### src/rtl/scv_pkg.sv
package scv_pkg;

    // Result width that holds K products of two DW-bit signed values.
    function automatic int acc_bits(input int dw, input int k);
        return 2 * dw + $clog2(k);
    endfunction

    // Width of a coefficient index.
    function automatic int idx_bits(input int k);
        return (k > 1) ? $clog2(k) : 1;
    endfunction

endpackage

### src/rtl/scv_admit.sv
module scv_admit #(
    parameter int DW = 8
) (
    input  logic                 clk,
    input  logic                 rst_n,
    input  logic                 x_valid,
    input  logic signed [DW-1:0] x_data,
    output logic                 acc_v,
    output logic signed [DW-1:0] acc_x
);
    typedef struct packed {
        logic last;
    } admit_t;

    admit_t st_d, st_q;

    always_comb begin
        st_d      = st_q;
        acc_v     = x_valid & ~st_q.last;
        acc_x     = acc_v ? x_data : '0;
        st_d.last = acc_v;
    end

    always_ff @(posedge clk) begin
        if (!rst_n) st_q <= '0;
        else        st_q <= st_d;
    end

    // accepted samples never land on two consecutive edges
    p_two_cycle_rhythm_r5: assert property (@(posedge clk) disable iff (!rst_n)
        acc_v |=> !acc_v);

endmodule

### src/rtl/scv_cell.sv
module scv_cell #(
    parameter int DW = 8,
    parameter int AW = 19
) (
    input  logic                 clk,
    input  logic                 rst_n,
    input  logic                 w_ld,
    input  logic signed [DW-1:0] w_din,
    input  logic signed [DW-1:0] x_in,
    input  logic                 xv_in,
    input  logic signed [AW-1:0] y_in,
    input  logic                 yv_in,
    output logic signed [DW-1:0] x_out,
    output logic                 xv_out,
    output logic signed [AW-1:0] y_out,
    output logic                 yv_out
);
    typedef struct packed {
        logic signed [DW-1:0] coef;
        logic signed [DW-1:0] x;
        logic                 xv;
        logic signed [AW-1:0] y;
        logic                 yv;
    } cell_t;

    cell_t st_d, st_q;

    logic signed [AW-1:0] coef_ext;
    logic signed [AW-1:0] x_ext;
    logic signed [AW-1:0] prod;

    always_comb begin
        coef_ext = AW'(st_q.coef);
        x_ext    = AW'(x_in);
        prod     = coef_ext * x_ext;

        st_d      = st_q;
        st_d.x    = x_in;
        st_d.xv   = xv_in;
        st_d.y    = y_in + prod;
        st_d.yv   = yv_in & xv_in;
        if (w_ld) st_d.coef = w_din;
    end

    always_ff @(posedge clk) begin
        if (!rst_n) st_q <= '0;
        else        st_q <= st_d;
    end

    assign x_out  = st_q.x;
    assign xv_out = st_q.xv;
    assign y_out  = st_q.y;
    assign yv_out = st_q.yv;

    // a coefficient written this edge is the one held afterwards
    p_coef_write_r6: assert property (@(posedge clk) disable iff (!rst_n)
        w_ld |=> st_q.coef == $past(w_din));
    // no write, no change
    p_coef_hold_r6: assert property (@(posedge clk) disable iff (!rst_n)
        !w_ld |=> $stable(st_q.coef));
    // a partial sum leaving valid must have met a real sample here
    p_token_needs_sample_r4: assert property (@(posedge clk) disable iff (!rst_n)
        yv_out |-> $past(xv_in));

endmodule

### src/rtl/scv_conv_array.sv
module scv_conv_array #(
    parameter int DW = 8,
    parameter int K  = 8,
    localparam int IW = scv_pkg::idx_bits(K),
    localparam int AW = scv_pkg::acc_bits(DW, K)
) (
    input  logic                 clk,
    input  logic                 rst_n,
    input  logic                 w_load,
    input  logic [IW-1:0]        w_idx,
    input  logic signed [DW-1:0] w_data,
    input  logic                 x_valid,
    input  logic signed [DW-1:0] x_data,
    output logic                 y_valid,
    output logic signed [AW-1:0] y_data
);
    localparam longint BOUND = longint'(K) <<< (2 * DW - 2);

    logic signed [DW-1:0] xs  [0:K];
    logic                 xvs [0:K];
    logic signed [AW-1:0] ys  [0:K];
    logic                 yvs [0:K];

    scv_admit #(.DW(DW)) u_admit (
        .clk     (clk),
        .rst_n   (rst_n),
        .x_valid (x_valid),
        .x_data  (x_data),
        .acc_v   (xvs[0]),
        .acc_x   (xs[0])
    );

    // Partial sums enter at the far end as zero with a valid token set.
    assign ys[K]  = '0;
    assign yvs[K] = 1'b1;

    // Cell j holds coefficient index K-1-j: the newest-sample tap sits
    // next to the input, the oldest-sample tap at the far end.
    for (genvar j = 0; j < K; j++) begin : g_cell
        logic ld_here;
        assign ld_here = w_load && (32'(w_idx) == 32'(K - 1 - j));

        scv_cell #(.DW(DW), .AW(AW)) u_cell (
            .clk    (clk),
            .rst_n  (rst_n),
            .w_ld   (ld_here),
            .w_din  (w_data),
            .x_in   (xs[j]),
            .xv_in  (xvs[j]),
            .y_in   (ys[j+1]),
            .yv_in  (yvs[j+1]),
            .x_out  (xs[j+1]),
            .xv_out (xvs[j+1]),
            .y_out  (ys[j]),
            .yv_out (yvs[j])
        );
    end

    assign y_valid = yvs[0];
    assign y_data  = ys[0];

    // a result appears only on the edge that accepted a sample
    p_result_on_accept_r7: assert property (@(posedge clk) disable iff (!rst_n)
        y_valid |-> $past(xvs[0]));
    // valid results stay inside the representable product-sum range
    p_no_overflow_r3: assert property (@(posedge clk) disable iff (!rst_n)
        y_valid |-> (longint'(y_data) <= BOUND && longint'(y_data) >= -BOUND));
    // with an empty input this cycle, nothing valid follows
    p_empty_no_result_r4: assert property (@(posedge clk) disable iff (!rst_n)
        !x_valid |=> !y_valid);

endmodule

### config.mk
export PLATFORM = sky130hd
export DESIGN_NAME = scv_conv_array
export DESIGN_NICKNAME = d
export VERILOG_FILES = /design/src/rtl/scv_pkg.sv /design/src/rtl/scv_admit.sv /design/src/rtl/scv_cell.sv /design/src/rtl/scv_conv_array.sv
export SDC_FILE = /design/constraint.sdc
export NUM_CORES = 2
export LEC_CHECK = 0
export BUFFER_PORTS_ARGS = -buffer_cell sky130_fd_sc_hd__buf_2
export CAP_MARGIN = 30
export CORE_MARGIN = 2
export CORE_UTILIZATION = 45
export DETAILED_ROUTE_END_ITERATION = 8
export SLEW_MARGIN = 20
export SYNTH_ARGS = -nofsm -noshare
export SYNTH_HDL_FRONTEND = slang
export SYNTH_SLANG_ARGS = --single-unit
export TNS_END_PERCENT = 20
### constraint.sdc
create_clock -name clk -period 9 [get_ports clk]
set_input_delay 0.9 -clock clk [delete_from_list [all_inputs] [get_ports clk]]
set_output_delay 0.9 -clock clk [all_outputs]
set_load 0.005 [all_outputs]
==> impl_results.md <==
* Detailed placement HPWL at 59,860 um
* Cts bufs inserted at 36
* Worst-Skew Late Latency at 0.56 ns
* Min Tclk post-route at roughly 7 ns
* Dpl ws at about 1.6 ns
* Sw Share at 0.2541
* Crit path largest cell delay at approximately 0.56 ns
* Final worst-path cycle share at 0.7652
* Number of max-cap violations at 0
* Syn nets at around 4,500
* Cells after Synth at approximately 3,700
* Initial antenna violation count at 4
* Leak at roughly 18 nW
* Nets@finish at about 4,500
* RSZ-0062 raised after global routing: false
* Critical path endpoint category: register
* DR DRC count at 0
* Vias in the first global route at 24,154
* First-pass GRT wire length at roughly 130,000 um
* Area delta synth->final at 7.705%
* Layout cells sized above 1 at 0.03923
* Slew headroom at 0.4400
* Setup bufs post-CTS at 0
* Dpl cells at 4,617
* Initial Utilization at 0.4528
* Primary FF master, synth: dfxtp_1
* Clock sinks at about 280
* H-tree Lvls at 2
* Layout Utilization at 0.4877
* CTS tree: built
* Clk slew on worst S/H paths at ~0.060 ns
* Fmax at between 100 and 150 MHz
* Max IR drop VDD at between 0.1 and 0.15 mV
* Post-synthesis cell type count at 75
* Setup Skew at 0.01839 ns
* Clock power share at 0.494
* Worst path bufs/invs at 5
* Hold Vio Cnt, Final at 0
* Slowest stage cell, crit path: nor2b_4
* Synthesized area per cell at approximately 9 sq um
* Core area at around 73,000 sq um
* PostCTS Resize Cnt at 0
* Detail Route Antenna Nets at 0
* Internal at 2.356 mW
* Final Non-Filler Cells at 4,681
* DR vias at around 24,000
* Hold buffer count at CTS at 0
* Post-route worst setup slack at between 2 and 2.5 ns
* WP data arrival at around 7.3 ns
* Fin. max-slew vios at 0
* Post-synthesis register bit count at between 200 and 300
* I/O pin count at 43
* Synth Cell Area at 32,870 sq um
* Root Driver: clkbuf_16
* Share of the yosys chip area belonging to registers at 0.1730
* Max FO, Critical Path at 36
* Die area at between 70,000 and 80,000 sq um
* Worst slew pin tran at 0.8335 ns
* Synth top area share at 0.2723
* Total Wirelength at roughly 74,000 um
* Row Count at 99
* Ys async rst share at 0
* Count leader, synth: inv_1
* Area contributors post-synth: fa_1, dfxtp_1, ha_1
* Status: complete, no violations
* Switching power at between 0.8 and 0.9 mW
* PwrDens at roughly 89 nW/um^2
* Worst min path class: register to register
* Number of DRC markers in iteration 0 at approximately 1,200
* Top post-synthesis cells by count: inv_1, fa_1, and2_1
* # diodes at 0
* Die width at roughly 270 um
* Via density at 5.053
* Setup CP Type: input pin to register
* Routed WL per cell at approximately 16 um
* Pin count of the biggest net entering global routing at between 100 and 150
* Port Buffer Count at 42
* Post-synth EDFFs at 0
* Total Power at 3.158 mW
* RePlAce Congestion at around 0.85
* Tot GR Track Use at 0.2079
* Clock Tree Buf Depth at 3
* Critical Path RT at roughly 9.4 ns
* # setup viols final at 0
* Comb pwr share at 0.088
* Critical path's top delay family: adder cells
* Setup_tns at 0 ns
* Die H at approximately 270 um
* Ys Warns at 0
* TritonRoute pass-1 iters at 5
* Sequential share of power at 0.419
* Startpoint Class: input pin
* Synth area leader: fa_1
* Remaining global-route overflow at 0
==> through the flow <==
| stage | hold WS [ns] | cell area, sq um |
|---|---|---|
| after floorplan | 0.4119 | 32870 |
| after global placement | 0.4174 | 34110 |
| after detailed placement | 0.4255 | 34120 |
| after CTS | 0.4416 | 35400 |
| after global routing | 0.4688 | 35400 |
| final | 0.4378 | 35400 |
==> flip-flops by register name, summed over array words and instances, names as in the netlist <==
signal and count:
g_cell.u_cell.xv_out 7, g_cell.u_cell.yv_out 8, g_cell.u_cell.coef_ext 64, g_cell.u_cell.y_out 149, g_cell.u_cell.x_out 56
==> layer usage <==
| layer | track usage | wire length [um] |
|---|---|---|
| met5 | 0 | 45 |
| met4 | 0.05292 | 1734 |
| met3 | 0.02645 | 2782 |
| met2 | 0.3416 | 34090 |
| met1 | 0.2897 | 35500 |
==> path summary, 6_finish.rpt <==
path,cells past startpoint,end,slack (ns),from
setup reg to reg,25,g_cell[0].u_cell.y_out[18]$_SDFF_PN0_,2.18,g_cell[0].u_cell.xv_out$_SDFF_PN0_
hold / removal,1,g_cell[7].u_cell.yv_out$_SDFF_PN0_,0.44,g_cell[6].u_cell.xv_out$_SDFF_PN0_
setup / recovery,26,g_cell[0].u_cell.y_out[18]$_SDFF_PN0_,2.11,x_valid
hold reg to reg,1,g_cell[7].u_cell.yv_out$_SDFF_PN0_,0.44,g_cell[6].u_cell.xv_out$_SDFF_PN0_
==> power groups by stage <==
stage	logic (mW)	clock network [mW]	registers, mW
floorplan	0.197	0	1.33
global placement	0.275	0	1.35
detailed placement	0.277	0	1.35
CTS	0.279	1.59	1.32
global route	0.312	1.64	1.33
finish	0.277	1.56	1.32
==> final cells by class <==
cell class / count / area [sq um]
Clock inverter: 12 / 178.9
Inverter: 648 / 2437
Timing Repair Buffer: 47 / 247.7
Multi-Input combinational cell: 2679 / 24550
Sequential cell: 284 / 5685
Tap cell: 959 / 1200
Fill cell: 7116 / 37190
Clock buffer: 52 / 1104
==> cell families (layout without fill, tap and decap cells) <==
kind of cell | count (synthesis) | count (layout) | synth area share
mux | 9 | 9 | 0.002741
xor+xnor | 220 | 220 | 0.05863
flops | 284 | 284 | 0.1730
simple gates | 1123 | 1123 | 0.1764
buf+inv | 704 | 759 | 0.08040
fa+ha+maj | 804 | 804 | 0.4082
compound gates | 523 | 523 | 0.1007
==> layout by cell type, fill, tap and decap left out, types with 39 or more instances in the layout <==
cell type,count
a21oi_1,203
nor2_1,213
buf_2,42
nand2_1,272
nand2b_1,59
nand3_1,39
ha_1,357
a21o_1,79
fa_1,447
and2_1,364
o21ai_0,83
and3_1,75
inv_1,647
xnor2_1,158
xor2_1,62
dfxtp_1,284
(Power assumes the default switching activity.)
